$ cat src/rtl/spi_rb_pkg.sv
package spi_rb_pkg;
   localparam int FRAME_W = 16;
   localparam int BYTE_W  = 8;
   localparam int ADDR_W  = 7;
   localparam int WORD_AW = ADDR_W - 1;
   localparam int VAL_W   = FRAME_W - 2;
   localparam int CNT_W   = $clog2(FRAME_W) + 1;

   typedef struct packed {
      logic              wr;
      logic [ADDR_W-1:0] addr;
      logic [BYTE_W-1:0] data;
   } frame_t;

   function automatic logic [FRAME_W-1:0] merge_byte(input logic [FRAME_W-1:0] old_w,
                                                      input logic hi_sel,
                                                      input logic [BYTE_W-1:0] b);
      logic [FRAME_W-1:0] r;
      r = old_w;
      if (hi_sel) r[FRAME_W-1:BYTE_W] = b;
      else        r[BYTE_W-1:0]       = b;
      return r;
   endfunction
endpackage

$ cat src/rtl/spi_rb_sync.sv
module spi_rb_sync #(
   parameter int          W       = 1,
   parameter int          STAGES  = 2,
   parameter logic [W-1:0] RST_VAL = '0
) (
   input  logic         clk,
   input  logic         rst_n,
   input  logic [W-1:0] d,
   output logic [W-1:0] q
);
   logic [W-1:0] stg [STAGES];

   always_ff @(posedge clk or negedge rst_n) begin
      if (!rst_n) begin
         for (int s = 0; s < STAGES; s++) stg[s] <= RST_VAL;
      end else begin
         stg[0] <= d;
         for (int s = 1; s < STAGES; s++) stg[s] <= stg[s-1];
      end
   end

   assign q = stg[STAGES-1];
endmodule

$ cat src/rtl/spi_rb_shifter.sv
module spi_rb_shifter
   import spi_rb_pkg::*;
(
   input  logic               clk,
   input  logic               rst_n,
   input  logic               cs_high,
   input  logic               cs_fall,
   input  logic               sclk_rise,
   input  logic               sclk_fall,
   input  logic               din,
   input  logic [FRAME_W-1:0] ld_word,
   output logic               frame_done,
   output frame_t             frame,
   output logic               dout
);
   logic [CNT_W-1:0]   cnt;
   logic [FRAME_W-1:0] sin, sout;

   always_ff @(posedge clk or negedge rst_n) begin
      if (!rst_n) begin
         cnt        <= '0;
         sin        <= '0;
         sout       <= '0;
         frame_done <= 1'b0;
      end else begin
         frame_done <= 1'b0;
         if (cs_high) begin
            cnt <= '0;
         end else if (cs_fall) begin
            cnt  <= '0;
            sout <= ld_word;
         end else if (sclk_rise && cnt < CNT_W'(FRAME_W)) begin
            sin <= {sin[FRAME_W-2:0], din};
            cnt <= cnt + 1'b1;
            if (cnt == CNT_W'(FRAME_W - 1)) frame_done <= 1'b1;
         end else if (sclk_fall && cnt != '0 && cnt < CNT_W'(FRAME_W)) begin
            sout <= {sout[FRAME_W-2:0], 1'b0};
         end
      end
   end

   assign frame = frame_t'(sin);
   assign dout  = sout[FRAME_W-1];
endmodule

$ cat src/rtl/spi_rb_regfile.sv
module spi_rb_regfile
   import spi_rb_pkg::*;
#(
   parameter int OUT_N      = 4,
   parameter int CTRL_N     = 4,
   parameter int CTRL_WBASE = 8,
   parameter int DIAG_WORD  = 30,
   parameter int CMD_WORD   = 31,
   parameter int CMD_W      = 8,
   parameter int DIAG_W     = 8
) (
   input  logic                    clk,
   input  logic                    rst_n,
   input  logic                    frame_done,
   input  frame_t                  frame,
   input  logic [OUT_N-1:0]        out_load,
   input  logic [OUT_N*VAL_W-1:0]  out_val,
   input  logic [DIAG_W-3:0]       diag_evt,
   input  logic                    supply_lo,
   input  logic                    supply_hi,
   input  logic [CMD_W-1:0]        cmd_done,
   output logic [FRAME_W-1:0]      rd_word,
   output logic [CTRL_N*FRAME_W-1:0] ctrl_q,
   output logic [CMD_W-1:0]        cmd_go
);
   localparam int EVT_W = DIAG_W - 2;

   logic [WORD_AW-1:0] word;
   logic               rd_acc, wr_acc, hi_sel;
   logic [VAL_W-1:0]   oval  [OUT_N];
   logic [OUT_N-1:0]   ond;
   logic [FRAME_W-1:0] ctrl_r [CTRL_N];
   logic [EVT_W-1:0]   sticky;
   logic [1:0]         supply;
   logic               alarm;
   logic [FRAME_W-1:0] rd_val;

   assign word   = frame.addr[ADDR_W-1:1];
   assign hi_sel = frame.addr[0];
   assign rd_acc = frame_done && !frame.wr;
   assign wr_acc = frame_done &&  frame.wr;
   assign alarm  = |{sticky, supply};

   for (genvar i = 0; i < OUT_N; i++) begin : g_out
      always_ff @(posedge clk or negedge rst_n) begin
         if (!rst_n) begin
            oval[i] <= '0;
            ond[i]  <= 1'b0;
         end else if (out_load[i]) begin
            oval[i] <= out_val[i*VAL_W +: VAL_W];
            ond[i]  <= 1'b1;
         end else if (rd_acc && int'(word) == i + 1) begin
            ond[i]  <= 1'b0;
         end
      end
   end

   for (genvar j = 0; j < CTRL_N; j++) begin : g_ctrl
      always_ff @(posedge clk or negedge rst_n) begin
         if (!rst_n) ctrl_r[j] <= '0;
         else if (wr_acc && int'(word) == CTRL_WBASE + j)
            ctrl_r[j] <= merge_byte(ctrl_r[j], hi_sel, frame.data);
      end
      assign ctrl_q[j*FRAME_W +: FRAME_W] = ctrl_r[j];
   end

   always_ff @(posedge clk or negedge rst_n) begin
      if (!rst_n) begin
         sticky <= '0;
         supply <= '0;
      end else begin
         supply <= {supply_hi, supply_lo};
         if (rd_acc && int'(word) == DIAG_WORD) sticky <= diag_evt;
         else                                   sticky <= sticky | diag_evt;
      end
   end

   always_ff @(posedge clk or negedge rst_n) begin
      if (!rst_n) cmd_go <= '0;
      else if (wr_acc && int'(word) == CMD_WORD && !hi_sel)
         cmd_go <= (cmd_go & ~cmd_done) | frame.data[CMD_W-1:0];
      else
         cmd_go <= cmd_go & ~cmd_done;
   end

   always_comb begin
      rd_val = '0;
      for (int i = 0; i < OUT_N; i++)
         if (int'(word) == i + 1) rd_val = {ond[i], alarm, oval[i]};
      for (int j = 0; j < CTRL_N; j++)
         if (int'(word) == CTRL_WBASE + j) rd_val = ctrl_r[j];
      if (int'(word) == DIAG_WORD) rd_val = {{(FRAME_W-DIAG_W){1'b0}}, sticky, supply};
      if (int'(word) == CMD_WORD)  rd_val = {{(FRAME_W-CMD_W){1'b0}}, cmd_go};
   end

   always_ff @(posedge clk or negedge rst_n) begin
      if (!rst_n) rd_word <= '0;
      else if (frame_done) rd_word <= frame.wr ? '0 : rd_val;
   end
endmodule

$ cat src/rtl/spi_rb_slave.sv
module spi_rb_slave
   import spi_rb_pkg::*;
#(
   parameter int OUT_N       = 4,
   parameter int CTRL_N      = 4,
   parameter int CTRL_WBASE  = 8,
   parameter int DIAG_WORD   = 30,
   parameter int CMD_WORD    = 31,
   parameter int CMD_W       = 8,
   parameter int DIAG_W      = 8,
   parameter int SYNC_STAGES = 2
) (
   input  logic                      clk,
   input  logic                      rst_n,
   input  logic                      sclk,
   input  logic                      cs_n,
   input  logic                      mosi,
   output logic                      miso,
   output logic                      miso_oe,
   input  logic [OUT_N-1:0]          out_load,
   input  logic [OUT_N*14-1:0]       out_val,
   input  logic [DIAG_W-3:0]         diag_evt,
   input  logic                      supply_lo,
   input  logic                      supply_hi,
   input  logic [CMD_W-1:0]          cmd_done,
   output logic [CTRL_N*16-1:0]      ctrl_q,
   output logic [CMD_W-1:0]          cmd_go
);
   localparam int WORDS = 1 << WORD_AW;

   if (OUT_N < 1 || OUT_N + 1 > CTRL_WBASE)
      $error("sample words overlap control words");
   if (CTRL_N < 1 || CTRL_WBASE + CTRL_N > DIAG_WORD)
      $error("control words overlap diagnostic word");
   if (DIAG_WORD == CMD_WORD || CMD_WORD >= WORDS || DIAG_WORD >= WORDS)
      $error("bad diagnostic or command word index");
   if (CMD_W < 1 || CMD_W > BYTE_W)
      $error("command width must fit one byte");
   if (DIAG_W < 3 || DIAG_W >= FRAME_W)
      $error("diagnostic width out of range");
   if (SYNC_STAGES < 2)
      $error("at least two synchronizer stages required");

   logic [2:0]         pin_s;
   logic               sclk_d, cs_d;
   logic               sclk_rise, sclk_fall, cs_fall, cs_high;
   logic               frame_done;
   frame_t             frame;
   logic [FRAME_W-1:0] rd_word;

   spi_rb_sync #(.W(3), .STAGES(SYNC_STAGES), .RST_VAL(3'b110)) u_sync (
      .clk  (clk),
      .rst_n(rst_n),
      .d    ({sclk, cs_n, mosi}),
      .q    (pin_s)
   );

   always_ff @(posedge clk or negedge rst_n) begin
      if (!rst_n) begin
         sclk_d <= 1'b1;
         cs_d   <= 1'b1;
      end else begin
         sclk_d <= pin_s[2];
         cs_d   <= pin_s[1];
      end
   end

   assign sclk_rise =  pin_s[2] & ~sclk_d;
   assign sclk_fall = ~pin_s[2] &  sclk_d;
   assign cs_fall   = ~pin_s[1] &  cs_d;
   assign cs_high   =  pin_s[1];

   spi_rb_shifter u_shift (
      .clk       (clk),
      .rst_n     (rst_n),
      .cs_high   (cs_high),
      .cs_fall   (cs_fall),
      .sclk_rise (sclk_rise),
      .sclk_fall (sclk_fall),
      .din       (pin_s[0]),
      .ld_word   (rd_word),
      .frame_done(frame_done),
      .frame     (frame),
      .dout      (miso)
   );

   spi_rb_regfile #(
      .OUT_N(OUT_N), .CTRL_N(CTRL_N), .CTRL_WBASE(CTRL_WBASE),
      .DIAG_WORD(DIAG_WORD), .CMD_WORD(CMD_WORD), .CMD_W(CMD_W), .DIAG_W(DIAG_W)
   ) u_regs (
      .clk       (clk),
      .rst_n     (rst_n),
      .frame_done(frame_done),
      .frame     (frame),
      .out_load  (out_load),
      .out_val   (out_val),
      .diag_evt  (diag_evt),
      .supply_lo (supply_lo),
      .supply_hi (supply_hi),
      .cmd_done  (cmd_done),
      .rd_word   (rd_word),
      .ctrl_q    (ctrl_q),
      .cmd_go    (cmd_go)
   );

   assign miso_oe = ~cs_n;
endmodule

$ cat config.mk
export PLATFORM = sky130hd
export DESIGN_NAME = spi_rb_slave
export DESIGN_NICKNAME = d
export VERILOG_FILES = /design/src/rtl/spi_rb_pkg.sv /design/src/rtl/spi_rb_sync.sv /design/src/rtl/spi_rb_shifter.sv /design/src/rtl/spi_rb_regfile.sv /design/src/rtl/spi_rb_slave.sv
export SDC_FILE = /design/constraint.sdc
export NUM_CORES = 1
export LEC_CHECK = 0
export ABC_AREA = 1
export BUFFER_PORTS_ARGS = -buffer_cell sky130_fd_sc_hd__buf_2
export CAP_MARGIN = 15
export CORE_MARGIN = 3
export CORE_UTILIZATION = 45
export CTS_BUF_LIST = sky130_fd_sc_hd__clkbuf_8
export DETAILED_ROUTE_END_ITERATION = 8
export MAX_ROUTING_LAYER = met4
export PLACE_DENSITY_LB_ADDON = 0.3
export SLEW_MARGIN = 20
export SYNTH_ARGS = -nofsm -noshare
export SYNTH_HDL_FRONTEND = slang
export SYNTH_SLANG_ARGS = --single-unit
$ cat constraint.sdc
create_clock -name clk -period 1.85 [get_ports clk]
set_clock_uncertainty 0.15 [all_clocks]
set_input_delay 0.37 -clock clk [delete_from_list [all_inputs] [get_ports clk]]
set_output_delay 0.37 -clock clk [all_outputs]
set_load 0.02 [all_outputs]
Word-level counts from Yosys, hierarchy flattened
Index checks and enable logic that the tools add are counted.

storage, ports and cells
  output and inout bits = 74
  input bits = 81
  register bits = 202
  logic and storage cells = 122

operators by class
  reductions and logical operators = 36
  equal/unequal tests = 12
  mux-type cells = 31
  bitwise gates (word level) = 13
  $add $sub $neg = 1
  magnitude comparators = 1

operator list
  operator                                             count
  2-to-1 mux 16 bit                                    14
  equality test 6 x 5 -> 1 bit, second input constant  4
  logical AND 1 bit                                    16
  AND reduction 2 bit                                  8
  2-to-1 mux 5 bit                                     3
  equality test 6 x 3 -> 1 bit, second input constant  2
  equality test 6 bit, second input constant           2
  2-to-1 mux 1 bit                                     12
  nonzero test 2 bit                                   5
  AND 8 bit                                            1
  2-to-1 mux 8 bit                                     1
  inverter 8 bit                                       1
  OR 8 bit                                             1
  OR reduction 8 bit                                   1
  equality test 6 x 2 -> 1 bit, second input constant  1
  equality test 6 x 4 -> 1 bit, second input constant  1
  2-to-1 mux 6 bit                                     1
  inverter 1 bit                                       6
  OR 6 bit                                             1
  AND reduction 3 bit                                  2
  adder 5 x 1 -> 5 bit, second input constant          1
  equality test 5 x 4 -> 1 bit, second input constant  1
  less-than comparator 5 bit, second input constant    1
  nonzero test 5 bit                                   1
  other kinds (4)                                      7

Logic depth before layout (Yosys ltp)
  depth in word-level cells = 12
  mapped depth = 12
  mapped depth without buffers = 11

By module
Synthesis repeated with hierarchy kept, for this count alone.

unflattened totals
  cells, all modules = 1114
  area, all modules = 9236.4 um2

by module, submodules not included
  module          cells an instance  area each (um2)  instances  sequential area each (um2)
  spi_rb_regfile  876                7095.6           1          3903.7
  spi_rb_shifter  220                1884.3           1          950.9
  spi_rb_sync     9                  177.7            1          155.1
  spi_rb_slave    9                  78.8             1          52.6

Worst setup path after synthesis
OpenSTA, ideal clock, no wires.

  kind = reg2reg
  start point = register u_shift.sin[12] (netlist: u_shift.frame[12])
  end point = register u_regs.rd_word[3]
  required time = 1583 ps
  setup time = 117 ps
  stages on the path, launching flop included = 12
  path buffers = 1
  period minus slack after synthesis = 1715 ps
  arrival = 1448 ps
  setup slack = 135 ps
  path through = dfrtp_1 -> nor2_4 -> nand2_4 -> nor2_8 -> inv_4 -> buf_6 -> o21ai_1 -> nand4_1 -> nand2_1 -> nand2_1 -> nand2_1 -> nand2_1

on the way
  cells in the longest elaborated chain, start to end = 12
  elaborated cells between the ends (all ways) = 21
  those cells by class = eq/ne: 10; mux: 11

RTL lines
  item                            line                  source
  start, declared                 spi_rb_shifter.sv:17  logic [FRAME_W-1:0] sin, sout;
  start signal, assigned          spi_rb_shifter.sv:33  sin <= {sin[FRAME_W-2:0], din};
  equality test 6 x 2 -> 1 bit    spi_rb_regfile.sv:89  if (int'(word) == i + 1) rd_val = {ond[i], alarm, oval[i]};
  2-to-1 mux 16 bit (4 in a row)  spi_rb_regfile.sv:89
  2-to-1 mux 16 bit (4 in a row)  spi_rb_regfile.sv:91  if (int'(word) == CTRL_WBASE + j) rd_val = ctrl_r[j];
  2-to-1 mux 16 bit               spi_rb_regfile.sv:92  if (int'(word) == DIAG_WORD) rd_val = {{(FRAME_W-DIAG_W){1'b0}}, sticky, supply};
  2-to-1 mux 16 bit (*)           spi_rb_regfile.sv:93  if (int'(word) == CMD_WORD) rd_val = {{(FRAME_W-CMD_W){1'b0}}, cmd_go};
  2-to-1 mux 16 bit (*)           spi_rb_regfile.sv:98  else if (frame_done) rd_word <= frame.wr ? '0 : rd_val;
  end signal, assigned            spi_rb_regfile.sv:98
  end, declared                   spi_rb_regfile.sv:22  output logic [FRAME_W-1:0] rd_word,

Mark *: on every way between the ends. The rest lies on a longest branch, timed or not.
A chain may end at the register's enable or synchronous reset.

Final worst setup path
  start point = register u_shift.sin[14] (netlist: u_shift.frame[14])
  end point = register u_regs.rd_word[13]

Same word-level chain as after synthesis.

==> summary.txt <==
Synth
  • Synthesis Warnings: 0
  • Cell with the most instances after synthesis: nand2_1
  • Top cell type's share of synthesized area: 55.0%
  • Synth Net Count: 1,114
  • Async SR Flop Fraction: 100%
  • Synth unique cells: 37
  • Most instantiated cells after synthesis: nand2_1 (409), dfrtp_1 (196), o21ai_0 (97)
  • Ys flop type: dfrtp_1
  • Cells after Synth: 1,030
  • FF+latch count, synth: 202
  • Sequential-to-total area share from yosys stat: 56.8%
  • Synthesized cell area: 8910 um^2
  • Syn avg cell area: 8.65 um^2
  • Synth area leaders: dfrtp_1 (55%), nand2_1 (17%), o21ai_0 (5.4%)
  • Largest area contributor in the netlist: dfrtp_1
  • Post-synth EDFFs: 0

Critical path
  • Worst-path fanout max: 16
  • Reg2Reg Depth: 9
  • Critical path capture point type: register
  • Setup CP Type: register to register
  • CP Data Required Time: 2.10 ns
  • CP Launch Type: register
  • Worst setup path startpoint: u_shift.frame[14]$_DFFE_PN0P_
  • Worst Path Arrival: 2.31 ns
  • Reg2reg end: u_regs.rd_word[13]$_DFFE_PN0P_
  • Reg2Reg Setup Slack: -0.21 ns
  • Worst R2R Start: u_shift.frame[14]$_DFFE_PN0P_

Timing
  • Period minus WS final: 2.06 ns
  • Slew margin rel.: 64.6%
  • PnR worst setup slack: -0.206 ns
  • Least-Margin Pin Slew: 0.527 ns
  • Final Hold Viols: 0
  • Final critical-path share of the clock period: 111%
  • F_max: 486 MHz
  • # setup viols final: 68
  • RSZ-0062 raised after global routing: true
  • Max Slew Vio Count: 0
  • Worst hold slack: 0.0675 ns

Floorplanning
  • Core Region: 19,100 um^2
  • Die area: 21,500 um^2
  • # IOs: 155
  • Initial Util: 46.7%
  • Die width: 147 um
  • Rows: 50
  • Die H: 147 um

Clocking
  • Root buffer cell: clkbuf_8
  • CTS tree: built
  • Clock buffer depth: 3
  • Clock transition at path regs: 0.06 ns
  • Clock sinks: 202
  • Clk_lat worst skew: 0.53 ns
  • H-tree Lvls: 2
  • CTS buffer count: 35

Hold path
  • WHS Path Cells: 3
  • Worst Hold End: u_regs.oval[27]$_DFFE_PN0P_
  • Hold Startpoint: out_load[2]
  • Hold Crit Class: primary input to register

Job
  • Max Cap Violations: 0

Outcome
  • Failing checks: negative setup slack
  • Status: complete, but fails checks

Drt
  • First drt pass iteration count: 5
  • Remaining DRCs: 0
  • Final wirelength: 28.4 mm
  • Mean number of vias per cell: 5.16
  • Post-DRT Antenna Nets: 0
  • Vias: 8,405
  • Per-cell routed wire length: 17.4 um
  • Initial drt markers: 673

Pwr
  • Leak Pwr: 6.31 nW
  • Power per standard cell area: 795 nW/um^2
  • Maximum VDD drop: 520 uV

Cells and area
  • Layout Nets: 1,430
  • # fillers: 1,559
  • Share of cells above drive strength 1: 26.4%
  • P&R area growth vs syn: 38.5%
  • # diodes: 0

Global route
  • Number of global-route vias before repair: 8,214
  • Gr usage total: 26.3%
  • GR Overflow Total: 0
  • Largest net degree at the start of global routing: 75
  • First-pass GRT wire length: 43.7 mm
  • Initial antenna violation count: 0

Placed design
  • Port bufs: 154
  • Setup WS pre-CTS: -0.281 ns
  • Hpwl dp: 19.1 mm
  • Gpl congestion: 0.919
[power by group]
group	leakage, nW	internal [mW]	switching [mW]
registers	2.58	4.67	0.145
logic	3.32	0.377	0.547
clock network	0.407	2.28	1.80
[timing repair]
item	CTS	global route
gates resized for setup	23	50
cloned	0	9
setup buffers	5	20
endpoints found under the setup margin	23	80
pin swaps	9	24
hold buffers	76	0
endpoints found under the hold margin	273	0
[final cells by class]
type	count	area, um^2	share of cell area (%)
clock buffer	44	606	4.91
sequential	202	5070	41.1
timing repair buffer	311	2340	19.0
tap	260	325	2.64
inverter	80	310	2.51
multi-input combinational	716	3590	29.1
clock inverter	17	97.6	0.791
[state kept, by name, summed over array words and instances, names as in the netlist]
| name | flops |
|---|---|
| cs_d | 1 |
| sclk_d | 1 |
| u_regs.cmd_go | 8 |
| u_regs.ctrl_q | 64 |
| u_regs.ond | 4 |
| u_regs.oval | 56 |
| u_regs.rd_word | 16 |
| u_regs.sticky | 6 |
| u_regs.supply | 2 |
| u_shift.cnt | 5 |
| u_shift.frame | 16 |
| u_shift.frame_done | 1 |
| u_shift.sout | 16 |
| u_sync.q | 3 |
| u_sync.stg | 3 |
[per-stage QoR]
stage	power (mW)	area, um^2	std cells	setup TNS (ns)	util (%)
finish	9.82	12300	1630	-3.69	64.7
global route	10.2	12300	1630	-9.55	64.7
CTS	9.88	11900	1601	-2.10	62.3
detailed placement	5.65	10300	1459	-2.34	53.9
global placement	5.64	10300	1459	-2.03	53.9
floorplan	5.23	8910	1030	0	-
[placed cells by master, fill, tap and decap left out, types with 3 or more instances in the layout]
cell	n
nand2_4	5
nor2_4	5
buf_12	10
nand3_4	12
nand2_1	389
a221oi_1	3
buf_6	5
dfrtp_2	5
or2_1	4
clkbuf_16	3
o22ai_1	10
nor3_1	3
nand3_1	18
a31oi_1	16
nor2_2	5
nand2_2	16
ha_1	3
a21oi_1	10
o21bai_1	11
dfrtp_1	191
buf_4	63
o21ai_2	5
o21ai_0	87
o211ai_1	7
clkbuf_8	45
inv_2	3
buf_2	153
nor2_1	40
inv_1	84
dfstp_2	6
o21ai_1	26
clkinv_2	6
dlygate4sd3_1	76
nand4_1	26
nor2_8	4
[worst max path at each step]
| stage | slack [ns] | depth (start not counted) | end |
|---|---|---|---|
| final | -0.21 | 9 | u_regs.rd_word[13]$_DFFE_PN0P_ |
| after CTS | -0.08 | 10 | u_regs.rd_word[9]$_DFFE_PN0P_ |
| after global routing | -0.30 | 9 | u_regs.rd_word[13]$_DFFE_PN0P_ |
| after detailed placement | -0.28 | 11 | u_regs.rd_word[1]$_DFFE_PN0P_ |
| after floorplan | 0.14 | 11 | u_regs.rd_word[3]$_DFFE_PN0P_ |
| after global placement | -0.26 | 11 | u_regs.rd_word[1]$_DFFE_PN0P_ |
[cells by family after synthesis]
| family | Yosys count | synth area share, % |
|---|---|---|
| and+or+nand+nor | 526 | 25.5 |
| DFF | 202 | 56.8 |
| AOI/OAI and AO/OA | 179 | 11.1 |
| buffers and inverters | 118 | 5.94 |
| adders and majority gates | 3 | 0.421 |
| xor gates and xnor gates | 1 | 0.0983 |
| muxes | 1 | 0.126 |
[worst max-delay path, stage by stage (launching register included)]
cell and delay [ns]:
dfrtp_1 0.41, nor2_4 0.20, nand2_4 0.12, nor2_8 0.17, inv_8 0.07, buf_6 0.14
o21ai_4 0.15, nand4_1 0.20, o21bai_1 0.26, nand2_1 0.08
[per-layer routing]
| metal | vias up | GRT usage [%] | wire length (um) |
|---|---|---|---|
| met1 | 4029 | 35.9 | 12200 |
| met3 | 69 | 3.67 | 1700 |
| met4 | 0 | 9.13 | 868 |
| met5 | - | - | 0 |
| li1 | 3992 | - | - |
| met2 | 315 | 40.8 | 13600 |
(Power assumes the default switching activity.)
